## config.mk

```make
export PLATFORM = sky130hd
export DESIGN_NAME = linkmode_audit
export DESIGN_NICKNAME = d
export VERILOG_FILES = /design/src/rtl/lma_pkg.sv /design/src/rtl/lma_resolver.sv /design/src/rtl/lma_mgmt_drive.sv /design/src/rtl/lma_settle_timer.sv /design/src/rtl/linkmode_audit.sv
export SDC_FILE = /design/constraint.sdc
export NUM_CORES = 1
export LEC_CHECK = 0
export BUFFER_PORTS_ARGS = -buffer_cell sky130_fd_sc_hd__buf_4
export CAP_MARGIN = 30
export CELL_PAD_IN_SITES_DETAIL_PLACEMENT = 0
export CELL_PAD_IN_SITES_GLOBAL_PLACEMENT = 2
export CORE_ASPECT_RATIO = 2
export CORE_UTILIZATION = 37
export CTS_CLUSTER_DIAMETER = 100
export DETAILED_ROUTE_END_ITERATION = 6
export PLACE_DENSITY_LB_ADDON = 0.08
export SYNTH_ARGS = -nofsm -noshare
export SYNTH_HDL_FRONTEND = slang
export SYNTH_SLANG_ARGS = --single-unit
```

## constraint.sdc

```tcl
create_clock -name clk -period 4.6 [get_ports clk]
set_clock_uncertainty 0.05 [all_clocks]
set_input_delay 0.46 -clock clk [delete_from_list [all_inputs] [get_ports clk]]
set_output_delay 0.46 -clock clk [all_outputs]
set_load 0.05 [all_outputs]
```

## src/rtl/lma_pkg.sv

```systemverilog
package lma_pkg;

  typedef enum logic [2:0] {
    ST_IDLE,
    ST_RD_STAT,
    ST_RD_ADV,
    ST_RD_LPA,
    ST_RD_CTL,
    ST_WR_CTL,
    ST_SETTLE
  } lma_state_e;

  // PHY register numbers used by the audit sequence
  localparam int unsigned REG_CONTROL = 0;
  localparam int unsigned REG_STATUS  = 1;
  localparam int unsigned REG_ADVERT  = 4;
  localparam int unsigned REG_PARTNER = 5;

  // bit positions inside those registers
  localparam int unsigned BIT_PHY_LINK = 2;
  localparam int unsigned BIT_RESTART  = 9;
  localparam int unsigned ABIL_LSB     = 5;  // 10HD, 10FD, 100HD, 100FD upward

  // mode codes: bit 0 = 100 Mb/s, bit 1 = full duplex
  localparam logic [1:0] MODE_10HD  = 2'd0;
  localparam logic [1:0] MODE_100HD = 2'd1;
  localparam logic [1:0] MODE_10FD  = 2'd2;
  localparam logic [1:0] MODE_100FD = 2'd3;

  typedef struct packed {
    logic       found;
    logic [1:0] code;
  } lma_mode_t;

  // abil[0]=10HD abil[1]=10FD abil[2]=100HD abil[3]=100FD
  function automatic lma_mode_t pick_mode(input logic [3:0] abil);
    lma_mode_t m;
    m.found = 1'b1;
    if (abil[3])      m.code = MODE_100FD;
    else if (abil[2]) m.code = MODE_100HD;
    else if (abil[1]) m.code = MODE_10FD;
    else if (abil[0]) m.code = MODE_10HD;
    else begin
      m.found = 1'b0;
      m.code  = MODE_10HD;
    end
    return m;
  endfunction

  function automatic longint settle_cycles(input longint clk_hz, input longint us);
    longint c;
    c = (clk_hz / 64'd1000000) * us;
    if (c < 1) c = 1;
    return c;
  endfunction

endpackage

```

## src/rtl/lma_resolver.sv

```systemverilog
module lma_resolver
  import lma_pkg::*;
(
  input  logic [3:0] adv_abil,
  input  logic [3:0] lpa_abil,
  output lma_mode_t  mode
);
  logic [3:0] common;

  assign common = adv_abil & lpa_abil;
  assign mode   = pick_mode(common);
endmodule

```

## src/rtl/lma_mgmt_drive.sv

```systemverilog
module lma_mgmt_drive
  import lma_pkg::*;
#(
  parameter int ADDR_W = 5,
  parameter int DATA_W = 16
) (
  input  lma_state_e          state,
  input  logic [DATA_W-1:0]   ctl_shadow,
  output logic                req,
  output logic                wr,
  output logic [ADDR_W-1:0]   addr,
  output logic [DATA_W-1:0]   wdata
);
  always_comb begin
    req   = 1'b1;
    wr    = 1'b0;
    addr  = '0;
    wdata = '0;
    unique case (state)
      ST_RD_STAT: addr = ADDR_W'(REG_STATUS);
      ST_RD_ADV:  addr = ADDR_W'(REG_ADVERT);
      ST_RD_LPA:  addr = ADDR_W'(REG_PARTNER);
      ST_RD_CTL:  addr = ADDR_W'(REG_CONTROL);
      ST_WR_CTL: begin
        wr    = 1'b1;
        addr  = ADDR_W'(REG_CONTROL);
        wdata = ctl_shadow;
        wdata[BIT_RESTART] = 1'b1;
      end
      default: req = 1'b0;
    endcase
  end
endmodule

```

## src/rtl/lma_settle_timer.sv

```systemverilog
module lma_settle_timer #(
  parameter longint CYCLES = 10,
  parameter int     CNT_W  = 4
) (
  input  logic clk,
  input  logic rst_n,
  input  logic run,
  output logic expired
);
  logic [CNT_W-1:0] cnt;

  always_ff @(posedge clk or negedge rst_n) begin
    if (!rst_n)      cnt <= '0;
    else if (!run)   cnt <= '0;
    else if (!expired) cnt <= cnt + 1'b1;
  end

  assign expired = run && (cnt == CNT_W'(CYCLES - 1));
endmodule

```

## src/rtl/linkmode_audit.sv

```systemverilog
module linkmode_audit
  import lma_pkg::*;
#(
  parameter int     ADDR_W    = 5,
  parameter int     DATA_W    = 16,
  parameter longint CLK_HZ    = 125000000,
  parameter longint SETTLE_US = 10000
) (
  input  logic              clk,
  input  logic              rst_n,
  input  logic              start,
  input  logic              mac_link,
  input  logic [1:0]        mac_mode,
  output logic              mgmt_req,
  output logic              mgmt_wr,
  output logic [ADDR_W-1:0] mgmt_addr,
  output logic [DATA_W-1:0] mgmt_wdata,
  input  logic              mgmt_ack,
  input  logic [DATA_W-1:0] mgmt_rdata,
  output logic              busy,
  output logic              done,
  output logic              mismatch
);
  localparam longint SETTLE_CYCLES = settle_cycles(CLK_HZ, SETTLE_US);
  localparam int     SETTLE_W      = $clog2(SETTLE_CYCLES + 1);

  lma_state_e        state;
  logic [1:0]        mac_mode_q;
  logic [3:0]        adv_abil_q;
  logic [DATA_W-1:0] ctl_q;
  logic              done_q;
  logic              mismatch_q;

  // named internal events, observed by the checker
  logic      run_accept;
  logic      xfer_fire;
  logic      restart_fire;
  logic      settle_over;
  lma_mode_t resolved;

  assign run_accept   = start && (state == ST_IDLE);
  assign xfer_fire    = mgmt_req && mgmt_ack;
  assign restart_fire = xfer_fire && mgmt_wr;

  lma_resolver u_resolve (
    .adv_abil (adv_abil_q),
    .lpa_abil (mgmt_rdata[ABIL_LSB +: 4]),
    .mode     (resolved)
  );

  lma_mgmt_drive #(.ADDR_W(ADDR_W), .DATA_W(DATA_W)) u_drive (
    .state      (state),
    .ctl_shadow (ctl_q),
    .req        (mgmt_req),
    .wr         (mgmt_wr),
    .addr       (mgmt_addr),
    .wdata      (mgmt_wdata)
  );

  lma_settle_timer #(.CYCLES(SETTLE_CYCLES), .CNT_W(SETTLE_W)) u_settle (
    .clk     (clk),
    .rst_n   (rst_n),
    .run     (state == ST_SETTLE),
    .expired (settle_over)
  );

  always_ff @(posedge clk or negedge rst_n) begin
    if (!rst_n) begin
      state      <= ST_IDLE;
      mac_mode_q <= '0;
      adv_abil_q <= '0;
      ctl_q      <= '0;
      done_q     <= 1'b0;
      mismatch_q <= 1'b0;
    end else begin
      done_q <= 1'b0;
      unique case (state)
        ST_IDLE: if (run_accept) begin
          mismatch_q <= 1'b0;
          mac_mode_q <= mac_mode;
          if (mac_link) state  <= ST_RD_STAT;
          else          done_q <= 1'b1;
        end
        ST_RD_STAT: if (xfer_fire) begin
          if (mgmt_rdata[BIT_PHY_LINK]) state <= ST_RD_ADV;
          else begin
            state  <= ST_IDLE;
            done_q <= 1'b1;
          end
        end
        ST_RD_ADV: if (xfer_fire) begin
          adv_abil_q <= mgmt_rdata[ABIL_LSB +: 4];
          state      <= ST_RD_LPA;
        end
        ST_RD_LPA: if (xfer_fire) begin
          if (!resolved.found || resolved.code == mac_mode_q) begin
            state  <= ST_IDLE;
            done_q <= 1'b1;
          end else begin
            state <= ST_RD_CTL;
          end
        end
        ST_RD_CTL: if (xfer_fire) begin
          ctl_q <= mgmt_rdata;
          state <= ST_WR_CTL;
        end
        ST_WR_CTL: if (xfer_fire) state <= ST_SETTLE;
        ST_SETTLE: if (settle_over) begin
          state      <= ST_IDLE;
          done_q     <= 1'b1;
          mismatch_q <= 1'b1;
        end
        default: state <= ST_IDLE;
      endcase
    end
  end

  assign busy     = (state != ST_IDLE);
  assign done     = done_q;
  assign mismatch = mismatch_q;
endmodule

```

---- Yosys cells after proc, flatten, opt, wreduce, memory -nomap -nowiden ----
Index checks and enable logic that the tools add are counted.
Widths: inputs -> output; s select.
word-level totals
  register bits ........................... 48
  logic and storage cells ................. 75
  input port bits ......................... 23
cells by class
  bitwise operators ....................... 1
  eq/ne operators ......................... 17
  muxes and demuxes ....................... 35
  add/subtract/negate cells ............... 1
  reduce and logical (&&, ||, !) cells .... 14
operators with widths
  kind                   number
  $mux 21                2
  $mux 3                 9
  $add 21x1->21 const B  1
  $eq 21x21->1 const B   1
  $pmux 3 s7             1
  $ne 2x2->1 const B     9
  $mux 16                1
  $mux 1                 15
  $eq 3x3->1 const B     3
  $pmux 3 s3             1
  $mux 2                 4
  $reduce_and 8->1       1
  $eq 3x2->1 const B     2
  $reduce_and 2->1       3
  $reduce_or 5->1        1
  $and 4x4->4            1
  $pmux 1 s4             1
  $eq 3x1->1 const B     1
  $logic_and 1x1->1      3
  $logic_not 3->1        1
  $reduce_and 3->1       1
  $reduce_bool 3->1      1
  $eq 2x2->1             1
  $pmux 1 s2             1
  other kinds (3)        3

---- Depth between registers and ports, before layout ----
  depth in word-level cells ............... 10
  mapped depth ............................ 6

---- Cells and area by module ----
A second synthesis with hierarchy kept.
unflattened totals
  cells, all modules ...................... 237
  area total of the unflattened synthesis .. 2587.5 sq um
modules (own cells, without submodules)
  module            sequential area each (sq um)  cells each  area an instance (sq um)  times used
  linkmode_audit    675.6                         87          1227.4                    1
  lma_settle_timer  525.5                         118         1114.8                    1
  lma_mgmt_drive    0.0                           28          212.7                     1
  lma_resolver      0.0                           4           32.5                      1

---- Worst setup path before layout ----
OpenSTA, ideal clock, no wires.
  kind .................................... register to output
  start ................................... register state[0]
  end ..................................... output port mgmt_wdata[10]
  slack ................................... 2.105 ns
  stages on the path, launching flop included .. 5
  arrival ................................. 1.985 ns
  cells stage by stage .................... dfrtp_1 clkbuf_1 and3_1 clkbuf_1 and2_1
between the ends
  cells in the longest elaborated chain, start to end .. 2
RTL lines
  element                 RTL line              RTL
  start, declared         linkmode_audit.sv:27  lma_state_e state;
  start signal, assigned  linkmode_audit.sv:69  state <= ST_IDLE;
  start signal, assigned  linkmode_audit.sv:81  if (mac_link) state <= ST_RD_STAT;
  start signal, assigned  linkmode_audit.sv:85  if (mgmt_rdata[BIT_PHY_LINK]) state <= ST_RD_ADV;
  $eq 3x3->1              lma_mgmt_drive.sv:19  unique case (state)
  $mux 16                 lma_mgmt_drive.sv:19
  end, declared           linkmode_audit.sv:17  output logic [DATA_W-1:0] mgmt_wdata,
No other way between the ends.

---- Final worst setup path ----
  start ................................... register state[1]
  end ..................................... output port mgmt_wdata[1]
Same word-level chain as after synthesis.

==> flow_metrics.py <==
metrics = {
    "yosys": {
        "synth-async-reset-ratio_pct": 100,
        "synthFlopType": "dfrtp_1",
        "netlist_instances": 240,
        "ys_ff_latch": 47,
        "synth.area.top_cells": "dfrtp_1 (48%), mux2_2 (9.6%), and2_1 (4.0%)",
        "syn-cell-area_mm2": 0.00247,
        "yosysTopAreaCell": "dfrtp_1",
        "synth.top_cell.area_share_pct": 47.6,
        "syn_area_per_cell_um2": 10.3,
        "yosysSeqAreaShare_pct": 47.6,
        "synth_edf_count": 0,
        "synthDistinctLibCells": 51,
        "yosysWarnings": 0,
    },
    "placement": {
        "place_congestion": 0.730,
        "port_buffers": 44,
        "dp_hpwl_mm": 4.08,
        "dpl_worst_slack_ps": 2410,
    },
    "global_route": {
        "grt_max_degree": 48,
        "grt_pass1_wl_mm": 9.27,
        "grt_pass1_vias": 1879,
        "antenna_found_initial": 0,
        "gr-total-overflow": 0,
        "grt_usage_pct": 17.6,
    },
    "detailed_routing": {
        "drt_first_pass_iters": 4,
        "final_antenna_net_count": 0,
        "drt_iter0_drc": 49,
        "wl_mm": 5.65,
        "via_count": 1897,
        "wire_per_inst_um": 15.4,
        "drcViolationCount": 0,
        "routed_via_density": 5.18,
    },
    "min_path": {
        "min_path_type": "in -> async",
    },
    "timing": {
        "rsz0062_at_grt": "false",
        "maxSlewViolCount": 0,
        "worstMarginPinSlew_ps": 761,
        "min_period_ps": 2460,
        "hold_violations": 0,
        "timing.fmax_ghz": 0.406,
        "worst_slack_ps": 2140,
        "setup_viol": 0,
        "slew-limit-headroom_pct": 49.0,
        "period_share_pct": 53.6,
        "tns_ps": 0,
    },
    "pwr": {
        "power.density_mw_per_mm2": 548,
        "ir_drop_mv": 0.274,
        "power.internal_w": 0.00105,
        "power_switching_w": 0.000606,
        "pwr-share-clk_pct": 25.6,
        "power_frac_seq_pct": 37.9,
        "combPwrFrac_pct": 36.5,
        "p_leak_nw": 1.29,
        "swShare_pct": 36.6,
    },
    "clock_network": {
        "cts_setup_buffers": 0,
        "ctsHoldBuffers": 0,
        "path_clk_slew_ps": 60,
        "clockBufferDepth": 2,
        "cts_sinks": 47,
        "cts_tree": "yes",
        "ctsRootBufferMaster": "clkbuf_16",
        "cts_resized": 0,
        "worstSkewPairLatency_ps": 290,
        "htree_levels": 2,
        "cts_buffers": 5,
    },
    "worst_setup_path": {
        "crit_family": "simple AND/OR/NAND/NOR gates",
        "arrival_ps": 1950,
        "end_kind": "primary output",
        "worstPathCellList": "inv_1 -> and3_1 -> and2_1 -> buf_4",
        "critPathMaxStageDelay_ps": 510,
        "crit_buf_inv": 2,
        "critical_path_required_ps": 4090,
        "path_max_fanout": 17,
        "crit_path_start_kind": "flip-flop",
        "critPathKind": "reg -> out",
        "crit_slowest_cell": "and3_1",
    },
    "cells_and_area": {
        "drive_above_1_share_pct": 29.3,
        "antennaDiodeCount": 0,
        "fin_nets": 303,
        "final_cell_mix": "dfrtp_1 (47), buf_4 (45), mux2_2 (21)",
        "area_growth_pct": 22.2,
        "layout_commonest_cell": "dfrtp_1",
    },
    "die": {
        "die_area_mm2": 0.00703,
        "dieWidth_um": 59.8,
        "num_io_pins": 49,
        "die_h_um": 118,
        "coreArea_mm2": 0.00636,
        "initial_core_util_pct": 38.9,
        "rows": 41,
    },
    "flow_run": {
        "max-cap-violations": 0,
    },
    "status": {
        "status": "finished, final reports clean",
    },
}
[metal layers]
metal  part of all wire, %  routed length (um)  vias up  track usage [%]
met5                     0                   0        -                0
met4                   2.7                 155        0             7.70
met3                   3.4                 194        9             3.08
met2                    57                3240       31             31.9
met1                    36                2060      908             18.8
li1                      -                   -      949                -
[state kept, by name, indices dropped and copies added, names as in the netlist]
register	cells
state	3
mismatch	1
mac_mode_q	2
ctl_q	15
done	1
adv_abil_q	4
u_settle.cnt	21
[final timing paths]
check | to | slack [ps] | startpoint | cells after the start
worst max-delay path | mgmt_wdata[1] | 2140 | state[1]$_DFFE_PN0P_ | 4
worst min register to register | mismatch$_DFFE_PN0P_ | 440 | mismatch$_DFFE_PN0P_ | 2
min in group clk | ctl_q[1]$_DFFE_PN0P_ | 350 | mgmt_rdata[1] | 2
worst max register to register | u_settle.cnt[2]$_DFFE_PN0N_ | 2400 | u_settle.cnt[13]$_DFFE_PN0N_ | 4
max in group asynchronous | u_settle.cnt[17]$_DFFE_PN0N_ | 3960 | rst_n | 1
worst min-delay path | mac_mode_q[1]$_DFFE_PN0P_ | 130 | rst_n | 1
[power groups by stage]
| stage | Sequential [W] | Combinational [W] | Clock (W) |
|---|---|---|---|
| after detailed placement | 0.000640 | 0.000614 | 0 |
| after floorplan | 0.000608 | 0.000477 | 0 |
| after CTS | 0.000631 | 0.000615 | 0.000442 |
| after global placement | 0.000635 | 0.000609 | 0 |
| final | 0.000628 | 0.000604 | 0.000424 |
| after global routing | 0.000650 | 0.000654 | 0.000455 |
[logic make-up after synthesis]
group                      synth area share, %
and+or+nand+nor                           22.7
AOI/OAI and AO/OA                         12.9
DFF                                       47.6
muxes                                     9.97
buffers and inverters                     3.74
xor gates and xnor gates                  2.48
adders and majority gates                0.506
other                                    0.152
[Yosys cell counts (all sizes together) (5+ instances only)]
library cell   n
a21oi         18
and2          16
buf           10
clkbuf         5
dfrtp         47
mux2          21
nand2         16
nand3          9
nor2          14
o21ai          8
o31ai          5
or3            7
or4            5
xnor2          5
[per-stage QoR]
step           total power [W]  instances  utilization [%]  cell area (um2)  hold WS, ps
6_report               0.00166        366             47.5             3020          127
5_1_grt                0.00176        366             47.5             3020          183
4_1_cts                0.00169        366             47.5             3020          156
3_5_place_dp           0.00125        358             44.8             2850          431
3_3_place_gp           0.00124        358             44.8             2850          414
2_1_floorplan          0.00109        242                -             2480          114
[layout make-up]
type / count / area, um2
timing repair buffer: 45 / 338
inverter: 4 / 15.0
clock buffer: 6 / 139
multi-input combinational: 176 / 1210
clock inverter: 2 / 35.0
fill: 667 / 3340
sequential: 47 / 1180
tap: 86 / 108
[worst reg2reg max path, delay by kind of cell, from the launching register on]
kind / cells / cell delay, ps
simple gates: 2 / 1180
flops: 1 / 450
mux: 1 / 170
compound gates: 1 / 250
(Power assumes the default switching activity.)
